**src/rtl/inj_pkg.sv**
```systemverilog
package inj_pkg;
  localparam int GAP_LSB = 21;
  localparam int GAP_W   = 3;
  localparam int EOF_BIT = 19;
  localparam int SOF_BIT = 18;
  localparam int VLD_LSB = 16;

  typedef enum logic [1:0] {ST_IDLE, ST_DATA, ST_PAD, ST_END} inj_st_e;

  function automatic logic [31:0] pack_ctrl(logic sof, logic eof, logic [1:0] vld,
                                            logic [GAP_W-1:0] gap);
    logic [31:0] w;
    w = '0;
    w[GAP_LSB +: GAP_W] = gap;
    w[EOF_BIT] = eof;
    w[SOF_BIT] = sof;
    w[VLD_LSB +: 2] = vld;
    return w;
  endfunction
endpackage

```
**src/rtl/inj_packer.sv**
```systemverilog
module inj_packer #(
  parameter int DW = 8,
  parameter int WW = 32
) (
  input  logic          clk_i,
  input  logic          rst_ni,
  input  logic [DW-1:0] byte_i,
  input  logic          take_i,
  input  logic          flush_i,
  output logic [WW-1:0] word_o,
  output logic          last_lane_o
);
  localparam int LANES = WW / DW;
  localparam int IDX_W = $clog2(LANES);

  logic [IDX_W-1:0] idx_q;
  logic [WW-1:0]    acc_q;

  assign last_lane_o = (idx_q == IDX_W'(LANES - 1));

  // merge current byte into its big-endian lane
  always_comb begin
    word_o = acc_q;
    for (int l = 0; l < LANES; l++) begin
      if (idx_q == IDX_W'(l)) word_o[WW-1-l*DW -: DW] = byte_i;
    end
  end

  always_ff @(posedge clk_i or negedge rst_ni) begin
    if (!rst_ni) begin
      idx_q <= '0;
      acc_q <= '0;
    end else if (take_i) begin
      if (last_lane_o || flush_i) begin
        idx_q <= '0;
        acc_q <= '0;
      end else begin
        idx_q <= idx_q + IDX_W'(1);
        acc_q <= word_o;
      end
    end
  end
endmodule

```
**src/rtl/inj_outreg.sv**
```systemverilog
module inj_outreg #(
  parameter int WW = 32
) (
  input  logic          clk_i,
  input  logic          rst_ni,
  input  logic          load_i,
  input  logic [WW-1:0] data_i,
  input  logic [31:0]   ctrl_i,
  input  logic          ready_i,
  output logic          valid_o,
  output logic [WW-1:0] data_o,
  output logic [31:0]   ctrl_o,
  output logic          free_o
);
  assign free_o = !valid_o || ready_i;

  always_ff @(posedge clk_i or negedge rst_ni) begin
    if (!rst_ni) begin
      valid_o <= 1'b0;
      data_o  <= '0;
      ctrl_o  <= '0;
    end else if (load_i) begin
      valid_o <= 1'b1;
      data_o  <= data_i;
      ctrl_o  <= ctrl_i;
    end else if (ready_i) begin
      valid_o <= 1'b0;
    end
  end

  assert_hold_R8: assert property (@(posedge clk_i) disable iff (!rst_ni)
    valid_o && !ready_i |=> valid_o && $stable(data_o) && $stable(ctrl_o));
endmodule

```
**src/rtl/inj_ctrl.sv**
```systemverilog
module inj_ctrl
  import inj_pkg::*;
#(
  parameter int LEN_W     = 11,
  parameter int HDR_W     = 3,
  parameter int MAX_HDR   = 4,
  parameter int MIN_WORDS = 15,
  parameter int GAP_VAL   = 1
) (
  input  logic             clk_i,
  input  logic             rst_ni,
  input  logic             frm_valid_i,
  input  logic [LEN_W-1:0] frm_len_i,
  input  logic [HDR_W-1:0] frm_hdr_i,
  output logic             frm_ready_o,
  input  logic             in_valid_i,
  output logic             in_ready_o,
  output logic             take_o,
  output logic             flush_o,
  input  logic             last_lane_i,
  input  logic             free_i,
  input  logic             out_valid_i,
  output logic             load_o,
  output logic             sel_pack_o,
  output logic [31:0]      ctrl_o
);
  localparam int MIN_BYTES = MIN_WORDS * 4;
  localparam int BL_W      = LEN_W + 1;
  localparam int WC_W      = LEN_W + 1;

  inj_st_e          st_q;
  logic [BL_W-1:0]  bleft_q;
  logic [WC_W-1:0]  wcnt_q, pad_end_q, wcnt_nxt;
  logic             first_q;
  logic [1:0]       vld_q;
  logic [HDR_W-1:0] hdr_eff;
  logic [BL_W-1:0]  total_bytes;
  logic             last_byte, word_last;

  assign hdr_eff     = (frm_hdr_i > HDR_W'(MAX_HDR)) ? HDR_W'(MAX_HDR) : frm_hdr_i;
  assign total_bytes = BL_W'({hdr_eff, 2'b00}) + BL_W'(frm_len_i);
  assign last_byte   = (bleft_q == BL_W'(1));
  assign word_last   = last_lane_i || last_byte;
  assign wcnt_nxt    = wcnt_q + WC_W'(1);

  assign frm_ready_o = (st_q == ST_IDLE) && !out_valid_i;
  // completing byte needs a free output slot; mid-word bytes do not
  assign in_ready_o  = (st_q == ST_DATA) && (!word_last || free_i);
  assign take_o      = in_ready_o && in_valid_i;
  assign flush_o     = last_byte;

  always_comb begin
    load_o     = 1'b0;
    sel_pack_o = 1'b0;
    ctrl_o     = '0;
    unique case (st_q)
      ST_DATA: begin
        load_o     = take_o && word_last;
        sel_pack_o = 1'b1;
        if (first_q) ctrl_o = pack_ctrl(1'b1, 1'b0, 2'b00, GAP_W'(GAP_VAL));
      end
      ST_PAD: begin
        load_o = free_i;
        if (first_q) ctrl_o = pack_ctrl(1'b1, 1'b0, 2'b00, GAP_W'(GAP_VAL));
      end
      ST_END: begin
        load_o = free_i;
        ctrl_o = pack_ctrl(1'b0, 1'b1, vld_q, GAP_W'(GAP_VAL));
      end
      default: ;
    endcase
  end

  always_ff @(posedge clk_i or negedge rst_ni) begin
    if (!rst_ni) begin
      st_q      <= ST_IDLE;
      bleft_q   <= '0;
      wcnt_q    <= '0;
      pad_end_q <= '0;
      first_q   <= 1'b0;
      vld_q     <= '0;
    end else begin
      unique case (st_q)
        ST_IDLE: if (frm_valid_i && frm_ready_o) begin
          bleft_q   <= total_bytes;
          wcnt_q    <= '0;
          pad_end_q <= WC_W'(hdr_eff) + WC_W'(MIN_WORDS);
          first_q   <= 1'b1;
          vld_q     <= (frm_len_i < LEN_W'(MIN_BYTES)) ? 2'b00 : frm_len_i[1:0];
          st_q      <= (total_bytes == '0) ? ST_PAD : ST_DATA;
        end
        ST_DATA: begin
          if (take_o) bleft_q <= bleft_q - BL_W'(1);
          if (load_o) begin
            wcnt_q  <= wcnt_nxt;
            first_q <= 1'b0;
            if (last_byte) st_q <= (wcnt_nxt < pad_end_q) ? ST_PAD : ST_END;
          end
        end
        ST_PAD: if (load_o) begin
          wcnt_q  <= wcnt_nxt;
          first_q <= 1'b0;
          if (wcnt_nxt >= pad_end_q) st_q <= ST_END;
        end
        ST_END: if (load_o) st_q <= ST_IDLE;
        default: st_q <= ST_IDLE;
      endcase
    end
  end

  assert_pad_bound_R4: assert property (@(posedge clk_i) disable iff (!rst_ni)
    st_q == ST_PAD |-> wcnt_q < pad_end_q);
  assert_no_byte_idle_R10: assert property (@(posedge clk_i) disable iff (!rst_ni)
    frm_ready_o |-> !take_o);
endmodule

```
**src/rtl/inj_formatter.sv**
```systemverilog
module inj_formatter
  import inj_pkg::*;
#(
  parameter int LEN_W     = 11,
  parameter int HDR_W     = 3,
  parameter int MAX_HDR   = 4,
  parameter int MIN_WORDS = 15,
  parameter int GAP_VAL   = 1
) (
  input  logic             clk_i,
  input  logic             rst_ni,
  input  logic             frm_valid_i,
  output logic             frm_ready_o,
  input  logic [LEN_W-1:0] frm_len_i,
  input  logic [HDR_W-1:0] frm_hdr_words_i,
  input  logic             in_valid_i,
  output logic             in_ready_o,
  input  logic [7:0]       in_data_i,
  output logic             out_valid_o,
  input  logic             out_ready_i,
  output logic [31:0]      out_data_o,
  output logic [31:0]      out_ctrl_o
);
  logic        take, flush, last_lane, free, load, sel_pack;
  logic [31:0] pack_word, ctrl_w, load_data;

  inj_packer #(.DW(8), .WW(32)) i_packer (
    .clk_i, .rst_ni,
    .byte_i      (in_data_i),
    .take_i      (take),
    .flush_i     (flush),
    .word_o      (pack_word),
    .last_lane_o (last_lane)
  );

  inj_ctrl #(
    .LEN_W(LEN_W), .HDR_W(HDR_W), .MAX_HDR(MAX_HDR),
    .MIN_WORDS(MIN_WORDS), .GAP_VAL(GAP_VAL)
  ) i_ctrl (
    .clk_i, .rst_ni,
    .frm_valid_i, .frm_len_i,
    .frm_hdr_i   (frm_hdr_words_i),
    .frm_ready_o,
    .in_valid_i, .in_ready_o,
    .take_o      (take),
    .flush_o     (flush),
    .last_lane_i (last_lane),
    .free_i      (free),
    .out_valid_i (out_valid_o),
    .load_o      (load),
    .sel_pack_o  (sel_pack),
    .ctrl_o      (ctrl_w)
  );

  assign load_data = sel_pack ? pack_word : '0;

  inj_outreg #(.WW(32)) i_outreg (
    .clk_i, .rst_ni,
    .load_i  (load),
    .data_i  (load_data),
    .ctrl_i  (ctrl_w),
    .ready_i (out_ready_i),
    .valid_o (out_valid_o),
    .data_o  (out_data_o),
    .ctrl_o  (out_ctrl_o),
    .free_o  (free)
  );

  assert_end_zero_R5: assert property (@(posedge clk_i) disable iff (!rst_ni)
    out_valid_o && out_ctrl_o[EOF_BIT] |-> out_data_o == '0);
  assert_sof_eof_excl_R6: assert property (@(posedge clk_i) disable iff (!rst_ni)
    out_valid_o |-> !(out_ctrl_o[EOF_BIT] && out_ctrl_o[SOF_BIT]));
  assert_vld_only_end_R7: assert property (@(posedge clk_i) disable iff (!rst_ni)
    out_valid_o && !out_ctrl_o[EOF_BIT] |-> out_ctrl_o[VLD_LSB +: 2] == 2'b00);
  assert_busy_blocks_R2: assert property (@(posedge clk_i) disable iff (!rst_ni)
    out_valid_o |-> !frm_ready_o);
endmodule

```
**config.mk**
```make
export PLATFORM = sky130hd
export DESIGN_NAME = inj_formatter
export DESIGN_NICKNAME = d
export VERILOG_FILES = /design/src/rtl/inj_pkg.sv /design/src/rtl/inj_packer.sv /design/src/rtl/inj_outreg.sv /design/src/rtl/inj_ctrl.sv /design/src/rtl/inj_formatter.sv
export SDC_FILE = /design/constraint.sdc
export NUM_CORES = 1
export LEC_CHECK = 0
export ABC_AREA = 1
export ABC_CLOCK_PERIOD_IN_PS = 2190
export CORE_UTILIZATION = 25
export DETAILED_ROUTE_END_ITERATION = 10
export PLACE_DENSITY_LB_ADDON = 0.12
export SLEW_MARGIN = 20
export SYNTH_ARGS = -nofsm -noshare
export SYNTH_HDL_FRONTEND = slang
export SYNTH_SLANG_ARGS = --single-unit
export TNS_END_PERCENT = 30
```
**constraint.sdc**
```tcl
create_clock -name clk_i -period 2.19 [get_ports clk_i]
set_clock_uncertainty 0.1 [all_clocks]
set_input_delay 0.438 -clock clk_i [delete_from_list [all_inputs] [get_ports clk_i]]
set_output_delay 0.438 -clock clk_i [all_outputs]
set_load 0.01 [all_outputs]
```
==> metrics.cfg <==
[floorplan]
start_util=0.257
die_x_um=156
io_pins=94
rows=55
die_area_sq_um=24200
die_h_um=156
core_area_sq_um=22900

[logic_synthesis]
synth_cell_type_count=36
synthFlopType=dfrtp_1
yosysTopAreaCellShare=0.450
netlist_top_cells_area=dfrtp_1, nand2_1, o21ai_0
synth-seq-cells=106
synth_common_cells=nand2_1, dfrtp_1, o21ai_0
syn_area_sq_um=5900
synthCells=743
synth_edf_count=0
syn_avg_cell_area_sq_um=7.94
yosysMostFrequentCell=nand2_1
ys_warn_count=0
async_flop_share=1.00
yosysTopAreaCell=dfrtp_1
yosysSeqAreaShare=0.450

[worst_setup_path]
max_stage_delay_ns=0.40
critical_path_arrival_ns=2.31
path_delay_family=adder cells
crit_top_cell=nand2_1
crit_path_start_kind=primary input
crit_required_ns=2.33
crit_slowest_cell=fa_2
cp_max_fo=3
path_cells=clkdlybuf4s15_2 -> inv_2 -> o21ai_2 -> inv_2 -> ha_4 -> fa_2 -> nand2_2 -> a21oi_2 -> nand3_1 -> xor2_1 -> nand3_1 -> o21ai_2 -> nand2_1 -> nand2_1 -> nand2_1
cp-end-kind=flop
worstSetupPathType=in -> reg
cp_num_buf_inv=3

[timing]
tightest_slew_ns=0.530
rsz0062_at_grt=true
max_freq_mhz=461
min_period_over_period=0.990
slew_violations=0
worst_slack_ns=0.0209
finalHoldViolations=0
finalSetupViolations=0
min_period_ns=2.17
slew_headroom=0.647

[cts]
clkLatencyLatePin_ns=0.35
htree_levels=3
clockBufferDepth=2
clockRootBuffer=clkbuf_16
clk_pin_slew_worst_paths_ns=0.08
clock_sinks=106
cts_tree=yes
cts_made_buffers=9

[detailed_routing]
routedWlPerCell_um=13.4
num_vias=5004
drcViolationCount=0
vias_per_cell=4.22
drt_wl_total_um=15900
drt-pass1-iter-count=8
drtAntennaViolNets=0
dr.first_iter.drc_count=243

[outcome]
status=completed

[pwr]
p_total_uw=9680
leakage_uw=0.00371
peakVddDrop_uv=450
p_per_area_nw_per_um2=1240

[place]
place_inst=1167
io_buffers=66
dpl.hpwl_um=11400
dp_slack_ns=-0.701
finalWeightedCongestion=0.747

[layout]
diodes=0
nets=916
drive_above_1_share=0.187
area_growth_pct=32.3
nFillCells=2438
stdcell_count=1185

[grt]
grt_antenna_before_repair=0
grt.total_usage=0.139
grt_pass1_wl_um=26500
grt_max_degree=45
grt_pass1_vias=5011
overflow=0

[run]
max_cap_viol_count=0

[min_path]
holdCritPathClass=reg -> reg

[tightest hold or removal path, cell delays in order, from the launching register on]
cell and delay (ns):
dfrtp_1 0.34, nand2_1 0.05, inv_1 0.04
[power breakdown]
group	internal, uW	switching (uW)
registers	2650	407
logic	2200	2830
clock network	787	805
[metrics by stage]
step / cell area (sq um) / utilization / TNS [ns] / hold WS (ns)
floorplan: 6000 / - / -0.0715 / 0.0424
global placement: 7360 / 0.321 / -9.84 / 0.327
detailed placement: 7360 / 0.321 / -9.18 / 0.326
CTS: 7680 / 0.335 / -0.0597 / 0.367
global route: 7800 / 0.341 / -0.424 / 0.388
finish: 7800 / 0.341 / 0 / 0.365
[layout make-up]
cell class	count	area [sq um]	area share
clock buffers	10	229	0.0293
clock inverters	6	48.8	0.00625
inverters	77	290	0.0372
multi-input cells	533	2900	0.371
flip-flops and latches	106	2650	0.340
well taps	313	392	0.0502
repair buffers	140	1290	0.166
[timing repair]
item,4_1_cts,5_1_grt
cloned,0,0
buffers inserted,1,1
pin swaps,21,12
endpoints found under the hold margin,29,0
endpoints found under the setup margin,11,14
gates resized for setup,30,26
hold buffers,1,0
[cell families (layout without fill, tap and decap cells)]
family | count (synthesis) | after routing | share of synthesized area
other | 1 | 27 | 0.000636
AO/OA/AOI/OAI | 159 | 159 | 0.151
flip-flops | 106 | 106 | 0.450
XOR/XNOR | 9 | 9 | 0.0134
AND/OR/NAND/NOR | 316 | 316 | 0.233
buffers and inverters | 130 | 233 | 0.104
adder cells (fa/ha/maj) | 22 | 22 | 0.0479
[routing by layer]
layer | vias up | share of wire | global-route usage
met2 | 76 | 0.45 | 0.222
met4 | 0 | 0.011 | 0.0434
li1 | 2624 | - | -
met5 | - | 0 | 0
met3 | 11 | 0.027 | 0.0186
met1 | 2293 | 0.51 | 0.195
[registers in the layout (all words and copies together), names as in the netlist]
register,cells
i_packer.acc_q,32
i_outreg.ctrl_o,5
i_ctrl.st_q,2
i_ctrl.first_q,1
i_outreg.valid_o,1
i_outreg.data_o,32
i_ctrl.pad_end_q,5
i_ctrl.bleft_q,12
i_packer.idx_q,2
i_ctrl.vld_q,2
i_ctrl.wcnt_q,12
[final timing paths]
kind	slack (ns)	from	depth (start not counted)	endpoint
setup / recovery	0.02	frm_hdr_words_i[2]	15	i_ctrl.st_q[0]
hold / removal	0.37	i_packer.acc_q[6]	2	i_packer.acc_q[6]
setup reg to reg	0.03	i_ctrl.wcnt_q[0]	16	i_ctrl.st_q[0]
hold reg to reg	0.37	i_packer.acc_q[6]	2	i_packer.acc_q[6]
max in group asynchronous	0.89	rst_ni	3	i_outreg.data_o[24]
min in group asynchronous	0.48	rst_ni	2	i_ctrl.bleft_q[3]
[cell usage in the layout (no fill, tap or decap), types with 6 or more instances in the layout]
master,n
nor2_2,6
o21ai_0,87
xor2_1,6
buf_12,7
nand3_2,7
clkbuf_16,9
o21ai_1,11
nor2_4,8
nand2_2,12
ha_1,15
nand2_1,212
dfrtp_1,106
o31ai_1,26
nand4_1,9
nand3_1,23
conb_1,27
inv_1,62
a21oi_1,21
clkdlybuf4s50_1,59
inv_2,14
buf_4,67
nor2_1,27
Note: power is estimated with default switching activity, not from simulation.
